--- src/rtl/eebus_pkg.sv ---
// Package: shared types and fixed protocol constants of the serial-bus slave.
// Assumes the byte format is fixed at eight bits: device code, select, direction.
package eebus_pkg;
    localparam int          SEL_W    = 3;
    localparam logic [3:0]  DEV_CODE = 4'b1010;

    typedef enum logic [2:0] {
        ST_IDLE,   // waiting for a START
        ST_CTRL,   // receiving the control byte
        ST_AHI,    // receiving the high address byte
        ST_ALO,    // receiving the low address byte
        ST_WDAT,   // receiving write data
        ST_ACK,    // holding an acknowledge through the ninth pulse
        ST_RDAT,   // sending a read byte
        ST_RACK    // sampling the master's acknowledge
    } eeb_state_t;
endpackage

--- src/rtl/eebus_line_cond.sv ---
// Line conditioner: brings SCL and SDA into the clock domain and flags
// SCL edges and START/STOP framing conditions, one clock wide each.
// Assumes clk runs at least several times faster than SCL.
module eebus_line_cond #(
    parameter int STAGES = 2
) (
    input  logic clk,
    input  logic rst_n,
    input  logic scl_in,
    input  logic sda_in,
    output logic sda_lvl,
    output logic scl_rise,
    output logic scl_fall,
    output logic start_det,
    output logic stop_det
);
    logic [STAGES-1:0] scl_sh;
    logic [STAGES-1:0] sda_sh;
    logic              scl_p;
    logic              sda_p;
    logic              scl_c;

    assign scl_c   = scl_sh[STAGES-1];
    assign sda_lvl = sda_sh[STAGES-1];

    // Synchroniser chains plus one delayed copy for edge detection.
    always_ff @(posedge clk) begin
        if (!rst_n) begin
            scl_sh <= '1;
            sda_sh <= '1;
            scl_p  <= 1'b1;
            sda_p  <= 1'b1;
        end else begin
            scl_sh <= {scl_sh[STAGES-2:0], scl_in};
            sda_sh <= {sda_sh[STAGES-2:0], sda_in};
            scl_p  <= scl_c;
            sda_p  <= sda_lvl;
        end
    end

    // Edge and framing decode from the current and previous samples.
    always_comb begin
        scl_rise  = scl_c & ~scl_p;
        scl_fall  = ~scl_c & scl_p;
        start_det = scl_c & scl_p & sda_p & ~sda_lvl;
        stop_det  = scl_c & scl_p & ~sda_p & sda_lvl;
    end
endmodule

--- src/rtl/eebus_addr_ptr.sv ---
// Address pointer: loads a full address or advances by one, wrapping at
// the top of the array. Assumes load and step are never needed together.
module eebus_addr_ptr #(
    parameter int ADDR_W = 13
) (
    input  logic              clk,
    input  logic              rst_n,
    input  logic              load,
    input  logic [ADDR_W-1:0] load_val,
    input  logic              step,
    output logic [ADDR_W-1:0] ptr
);
    // Pointer register: load has priority over increment.
    always_ff @(posedge clk) begin
        if (!rst_n)
            ptr <= '0;
        else if (load)
            ptr <= load_val;
        else if (step)
            ptr <= ptr + 1'b1;
    end

    // The last location is followed by location zero.
    assert_ptr_wrap_R8: assert property (@(posedge clk) disable iff (!rst_n)
        (step && !load && ptr == {ADDR_W{1'b1}}) |=> (ptr == '0));
endmodule

--- src/rtl/eebus_slave.sv ---
// Serial-bus slave engine: frames commands, decodes the control byte,
// builds the byte address, acknowledges, forwards write bytes and streams
// read bytes. Assumes a memory port with exactly one clock read latency and
// a prog_busy input synchronous to clk.
module eebus_slave
    import eebus_pkg::*;
#(
    parameter int ADDR_W      = 13,
    parameter int SYNC_STAGES = 2
) (
    input  logic              clk,
    input  logic              rst_n,
    input  logic              scl_in,
    input  logic              sda_in,
    output logic              sda_drive_low,
    input  logic [SEL_W-1:0]  sel_pins,
    input  logic              prog_busy,
    output logic              mem_rd_en,
    output logic [ADDR_W-1:0] mem_addr,
    input  logic [7:0]        mem_rd_data,
    output logic              wr_valid,
    output logic [ADDR_W-1:0] wr_addr,
    output logic [7:0]        wr_data
);
    localparam int HI_W = ADDR_W - 8;

    logic              sda_lvl, scl_rise, scl_fall, start_det, stop_det;
    eeb_state_t        state, nxt_q, byte_next;
    logic [3:0]        bit_cnt;
    logic [7:0]        shreg;
    logic [HI_W-1:0]   addr_hi;
    logic              ack_oe, data_oe, rack_ok;
    logic              rd_en_q, rd_pend, wr_valid_q;
    logic [ADDR_W-1:0] rd_addr_q, wr_addr_q;
    logic [7:0]        wr_data_q;
    logic [ADDR_W-1:0] ptr;
    logic              rx_state, byte_done, byte_ok;
    logic              ptr_load, ptr_step, issue_rd, issue_wr;

    eebus_line_cond #(.STAGES(SYNC_STAGES)) u_line (
        .clk(clk), .rst_n(rst_n), .scl_in(scl_in), .sda_in(sda_in),
        .sda_lvl(sda_lvl), .scl_rise(scl_rise), .scl_fall(scl_fall),
        .start_det(start_det), .stop_det(stop_det)
    );

    eebus_addr_ptr #(.ADDR_W(ADDR_W)) u_ptr (
        .clk(clk), .rst_n(rst_n), .load(ptr_load),
        .load_val({addr_hi, shreg}), .step(ptr_step), .ptr(ptr)
    );

    assign rx_state  = (state == ST_CTRL) || (state == ST_AHI) ||
                       (state == ST_ALO)  || (state == ST_WDAT);
    assign byte_done = rx_state && scl_fall && (bit_cnt == 4'd8) &&
                       !start_det && !stop_det;

    // Per-byte decision: acknowledge, next phase, pointer and port actions.
    always_comb begin
        byte_ok   = 1'b0;
        byte_next = ST_IDLE;
        ptr_load  = 1'b0;
        issue_rd  = 1'b0;
        issue_wr  = 1'b0;
        if (byte_done && !prog_busy) begin
            case (state)
                ST_CTRL: if (shreg[7:4] == DEV_CODE && shreg[SEL_W:1] == sel_pins) begin
                    byte_ok = 1'b1;
                    if (shreg[0]) begin
                        byte_next = ST_RDAT;
                        issue_rd  = 1'b1;
                    end else begin
                        byte_next = ST_AHI;
                    end
                end
                ST_AHI: begin
                    byte_ok   = 1'b1;
                    byte_next = ST_ALO;
                end
                ST_ALO: begin
                    byte_ok   = 1'b1;
                    byte_next = ST_WDAT;
                    ptr_load  = 1'b1;
                end
                ST_WDAT: begin
                    byte_ok   = 1'b1;
                    byte_next = ST_WDAT;
                    issue_wr  = 1'b1;
                end
                default: byte_ok = 1'b0;
            endcase
        end
        if (state == ST_RACK && scl_rise && !sda_lvl && !start_det && !stop_det)
            issue_rd = 1'b1;
        ptr_step = issue_rd | issue_wr;
    end

    // Port registers: read strobe and address, read return, write strobe.
    always_ff @(posedge clk) begin
        if (!rst_n) begin
            rd_en_q    <= 1'b0;
            rd_pend    <= 1'b0;
            rd_addr_q  <= '0;
            wr_valid_q <= 1'b0;
            wr_addr_q  <= '0;
            wr_data_q  <= '0;
        end else begin
            rd_en_q    <= issue_rd;
            rd_pend    <= rd_en_q;
            wr_valid_q <= issue_wr;
            if (issue_rd) rd_addr_q <= ptr;
            if (issue_wr) begin
                wr_addr_q <= ptr;
                wr_data_q <= shreg;
            end
        end
    end

    // Protocol sequencer: framing, bit shifting and SDA drive control.
    always_ff @(posedge clk) begin
        if (!rst_n) begin
            state   <= ST_IDLE;
            nxt_q   <= ST_IDLE;
            bit_cnt <= '0;
            shreg   <= '0;
            addr_hi <= '0;
            ack_oe  <= 1'b0;
            data_oe <= 1'b0;
            rack_ok <= 1'b0;
        end else if (stop_det) begin
            state   <= ST_IDLE;
            ack_oe  <= 1'b0;
            data_oe <= 1'b0;
        end else if (start_det) begin
            state   <= ST_CTRL;
            bit_cnt <= '0;
            ack_oe  <= 1'b0;
            data_oe <= 1'b0;
        end else begin
            if (rd_pend) shreg <= mem_rd_data;
            case (state)
                ST_CTRL, ST_AHI, ST_ALO, ST_WDAT: begin
                    if (scl_rise && bit_cnt != 4'd8) begin
                        shreg   <= {shreg[6:0], sda_lvl};
                        bit_cnt <= bit_cnt + 4'd1;
                    end else if (byte_done) begin
                        bit_cnt <= '0;
                        if (state == ST_AHI) addr_hi <= shreg[HI_W-1:0];
                        if (byte_ok) begin
                            ack_oe <= 1'b1;
                            nxt_q  <= byte_next;
                            state  <= ST_ACK;
                        end else begin
                            state  <= ST_IDLE;
                        end
                    end
                end
                ST_ACK: if (scl_fall) begin
                    ack_oe <= 1'b0;
                    state  <= nxt_q;
                    if (nxt_q == ST_RDAT) begin
                        data_oe <= ~shreg[7];
                        bit_cnt <= '0;
                    end
                end
                ST_RDAT: if (scl_fall) begin
                    if (bit_cnt == 4'd7) begin
                        data_oe <= 1'b0;
                        rack_ok <= 1'b0;
                        state   <= ST_RACK;
                    end else begin
                        data_oe <= ~shreg[6];
                        shreg   <= {shreg[6:0], 1'b0};
                        bit_cnt <= bit_cnt + 4'd1;
                    end
                end
                ST_RACK: begin
                    if (scl_rise) begin
                        if (!sda_lvl) rack_ok <= 1'b1;
                        else          state   <= ST_IDLE;
                    end else if (scl_fall && rack_ok) begin
                        data_oe <= ~shreg[7];
                        bit_cnt <= '0;
                        state   <= ST_RDAT;
                    end
                end
                default: state <= ST_IDLE;
            endcase
        end
    end

    assign sda_drive_low = ack_oe | data_oe;
    assign mem_rd_en     = rd_en_q;
    assign mem_addr      = rd_addr_q;
    assign wr_valid      = wr_valid_q;
    assign wr_addr       = wr_addr_q;
    assign wr_data       = wr_data_q;

    // A START always restarts control-byte reception.
    assert_start_restarts_R1: assert property (@(posedge clk) disable iff (!rst_n)
        (start_det && !stop_det) |=> (state == ST_CTRL && bit_cnt == 4'd0));

    // A STOP leaves the block idle with SDA released.
    assert_stop_idles_R2: assert property (@(posedge clk) disable iff (!rst_n)
        stop_det |=> (state == ST_IDLE && !sda_drive_low));

    // The acknowledge ends at the falling edge of the ninth pulse.
    assert_ack_release_R4: assert property (@(posedge clk) disable iff (!rst_n)
        (state == ST_ACK && scl_fall && !start_det && !stop_det) |=> !ack_oe);

    // No acknowledge starts while programming is reported.
    assert_no_ack_busy_R5: assert property (@(posedge clk) disable iff (!rst_n)
        $rose(ack_oe) |-> !$past(prog_busy));

    // No write byte is forwarded while programming is reported.
    assert_no_write_busy_R5: assert property (@(posedge clk) disable iff (!rst_n)
        wr_valid |-> !$past(prog_busy));

    // Read data is driven only while a read byte is being sent.
    assert_data_drive_in_read_R8: assert property (@(posedge clk) disable iff (!rst_n)
        data_oe |-> (state == ST_RDAT));
endmodule

--- config.mk ---
export PLATFORM = sky130hd
export DESIGN_NAME = eebus_slave
export DESIGN_NICKNAME = d
export VERILOG_FILES = /design/src/rtl/eebus_pkg.sv /design/src/rtl/eebus_line_cond.sv /design/src/rtl/eebus_addr_ptr.sv /design/src/rtl/eebus_slave.sv
export SDC_FILE = /design/constraint.sdc
export NUM_CORES = 1
export LEC_CHECK = 0
export ABC_AREA = 1
export BUFFER_PORTS_ARGS = -buffer_cell sky130_fd_sc_hd__buf_4
export CORE_ASPECT_RATIO = 1.4
export CORE_MARGIN = 2
export CORE_UTILIZATION = 35
export DETAILED_ROUTE_END_ITERATION = 10
export GPL_ROUTABILITY_DRIVEN = 0
export PLACE_DENSITY = 0.54
export SETUP_SLACK_MARGIN = 0.5
export SYNTH_ARGS = -nofsm -noshare
export SYNTH_HDL_FRONTEND = slang
export SYNTH_SLANG_ARGS = --single-unit
--- constraint.sdc ---
create_clock -name clk -period 3 [get_ports clk]
set_clock_uncertainty 0.1 [all_clocks]
set_input_delay 0 -clock clk [delete_from_list [all_inputs] [get_ports clk]]
set_output_delay 0 -clock clk [all_outputs]
set_load 0.01 [all_outputs]
==> metrics.yaml <==
finish:
  area_growth_syn_to_fin_pct: 22.0
  finish.instance_area_um2: 5000
  fraction_of_layout_cells_with_a_size_suffix_above_1_pct: 14.7
  num_antenna_cells: 0
  design.final.nets: 679
yosys:
  synth_top_area_cell: "dfxtp_1"
  ys.warnings.count: 0
  synthArstFlopShare_pct: 0
  most_instantiated_cells_after_synthesis: "nand2_1 (139), dfxtp_1 (82), nor2_1 (75), inv_1 (72), a21oi_1 (53)"
  postSynth.topFlopCell: "dfxtp_1"
  synth_top_area_share_pct: 40.0
  yosys.cell_types.count: 30
  synthesis.nets: 632
  synth.cell_area_um2: 4100
  ys_ff_latch: 82
  ys_top_cells_by_area: "dfxtp_1 (40%), nand2_1 (13%), nor2_1 (6.9%)"
  synth.most_common_cell: "nand2_1"
  synthesis.area_per_instance_um2: 6.69
  synth_enable_flop_cells: 0
  post_synth_inst_count: 613
  ys_seq_area_share_pct: 40.0
pwr:
  power_density_nw_per_um2: 513
  cellLeakagePower_uw: 0.00228
  p_total_uw: 2570
  ir_worst_vdd_mv: 0.255
cts:
  cts_tree: "yes"
  clkTransAtPathRegs_ns: 0.06
  cts.root.buffer_cell: "clkbuf_16"
  cts_post_setup_buffers_inserted: 0
  clock_tree.htree_level_count: 3
  ctsLongestPathBuffers: 2
  cts_num_sinks: 82
  cts_inserted_buffers: 9
  clk-insertion-delay-late_ns: 0.34
worst_setup_path:
  critical_path.max_fanout: 17
  critical_path_class: "flop to flop"
  critPathArrivalTime_ns: 2.39
  worst_ep_required_time_ns: 3.13
  timing.critical_path.from_type: "flop"
  timing.critical_path.to_type: "flop"
floorplanning:
  die_h_um: 132
  io-pin-count: 53
  die_outline_width_um: 95.5
  start_util_pct: 36.0
  fp.dieArea_um2: 12600
  core_area_um2: 11400
  placement_rows: 46
detailed_routing:
  vias: 4010
  ant_nets: 0
  firstDrtPassIters: 4
  detail_route.wl_per_cell_um: 14.2
  remaining_drc_errors: 0
  vias_per_cell: 4.96
  detail_route.iter0.violations: 264
  drt-total-wl_mm: 11.5
global_route:
  vias_in_the_first_global_route: 3920
  met2_usage_pct: 34.9
  globalRouteMet1Util_pct: 22.1
  residual_overflow_from_global_routing: 0
  grt_pass1_wl_mm: 19.0
  grt_start_max_net_pins: 51
  busiest_layer: "met2"
  initial_antenna_violation_count: 0
  groute.usage.overall_pct: 19.3
  met3_track_usage_gr_pct: 3.95
sta:
  timing.max_slew.rel_slack_pct: 62.5
  setup-tns-final_ns: 0
  report.final.slew_viol_count: 0
  worst_slew_pin_slew_ns: 0.561
  finalWorstPathRequiredPeriod_ns: 2.26
  clock.fmax_mhz: 443
  timing_hold_violations_final: 0
  timing.final.crit_share_pct: 75.3
  report.final.setup_viol: 0
  grt_setup_unrepaired: "no"
worst_hold_path:
  worst_hold_path_type: "input pin to flop"
place:
  dpl.hpwl_mm: 8.35
  detailed_place.area_um2: 4540
  port-buffer-count: 52
run:
  max_cap_violations: 0
outcome:
  result_of_the_run: "complete, no violations"
[per-layer routing]
metal  up-vias  share of wire [%]
li1       2056                  -
met1      1867                 41
met2        76                 54
met3        11                3.5
met4         0                1.6
met5         -                  0
[cell type report]
type | instances | area (µm²)
clock inverters | 6 | 113
well taps | 144 | 180
inverters | 79 | 298
fillers | 1218 | 6390
multi-input cells | 424 | 2030
repair buffers | 64 | 505
flip-flops and latches | 82 | 1640
clock buffers | 10 | 239
[what timing repair did]
| item | CTS | global route |
|---|---|---|
| gates resized for setup | 0 | 2 |
| setup endpoints to repair | 0 | 30 |
| hold buffers | 10 | 0 |
| endpoints found under the hold margin | 11 | 0 |
[cells in the final DEF, fill, tap and decap left out, types with 2 or more instances in the layout]
master / instances
a21oi_1: 53
a31oi_1: 6
buf_4: 54
bufinv_16: 3
clkbuf_16: 9
clkinv_2: 2
dfxtp_1: 82
dlygate4sd3_1: 10
ha_1: 3
inv_1: 72
inv_2: 6
nand2_1: 139
nand2_2: 5
nand3_1: 22
nand3_2: 2
nand3_4: 2
nand4_1: 16
nor2_1: 75
nor2_2: 3
nor3_1: 6
o21ai_0: 44
o21ai_1: 25
or2_2: 7
xnor2_1: 6
xor2_1: 5
[sequential cells by signal, summed over array words and instances, names as in the netlist, 3 cells and up]
signal	count
addr_hi	5
bit_cnt	4
mem_addr	13
nxt_q	3
shreg	8
state	3
u_ptr.ptr	13
wr_addr	13
wr_data	8
[per-stage QoR]
| step | hold WS [ns] | std cells | setup slack (ns) | utilization (%) |
|---|---|---|---|---|
| floorplan | 0.00658 | 613 | 1.21 | - |
| global placement | 0.0877 | 783 | 0.724 | 39.8 |
| detailed placement | 0.0935 | 783 | 0.657 | 39.8 |
| CTS | 0.0610 | 809 | 0.644 | 43.8 |
| global route | 0.0767 | 809 | 0.515 | 43.9 |
| finish | 0.0674 | 809 | 0.740 | 43.9 |
[worst paths after layout]
kind / startpoint / end / slack, ns / cells past startpoint
hold / removal: prog_busy / nxt_q[0] / 0.07 / 6
setup / recovery: state[2] / mem_addr[0] / 0.74 / 9
hold reg to reg: u_line.scl_sh[0] / u_line.scl_sh[1] / 0.31 / 1
setup reg to reg: state[2] / mem_addr[0] / 0.74 / 9
[where the power goes]
part	leakage [µW]	switching, µW	internal (µW)
clock	0.000173	455	839
sequential	0.000663	22.6	1100
combinational	0.00144	89.4	58.2
total	0.00228	567	2000
[kinds of logic (layout without fill, tap and decap cells)]
logic type               Yosys count  in the layout  synth area share (%)
AO/OA/AOI/OAI                    130            130                  16.1
XOR/XNOR                          11             11                  2.35
adder cells (fa/ha/maj)            3              3                 0.915
buffers and inverters            107            159                  10.9
flip-flops                        82             82                  40.0
AND/OR/NAND/NOR                  280            280                  29.7
[worst max-delay path, stage by stage (launching register included)]
cell and delay [ns]:
dfxtp_1 0.54, nand2_1 0.19, nor2_1 0.18, inv_2 0.06, nor2_2 0.16, nand2_2 0.29
nand2_4 0.28, inv_2 0.14, nor2_1 0.13, nor2_1 0.07
No activity file was read; power rests on OpenSTA's default activity.
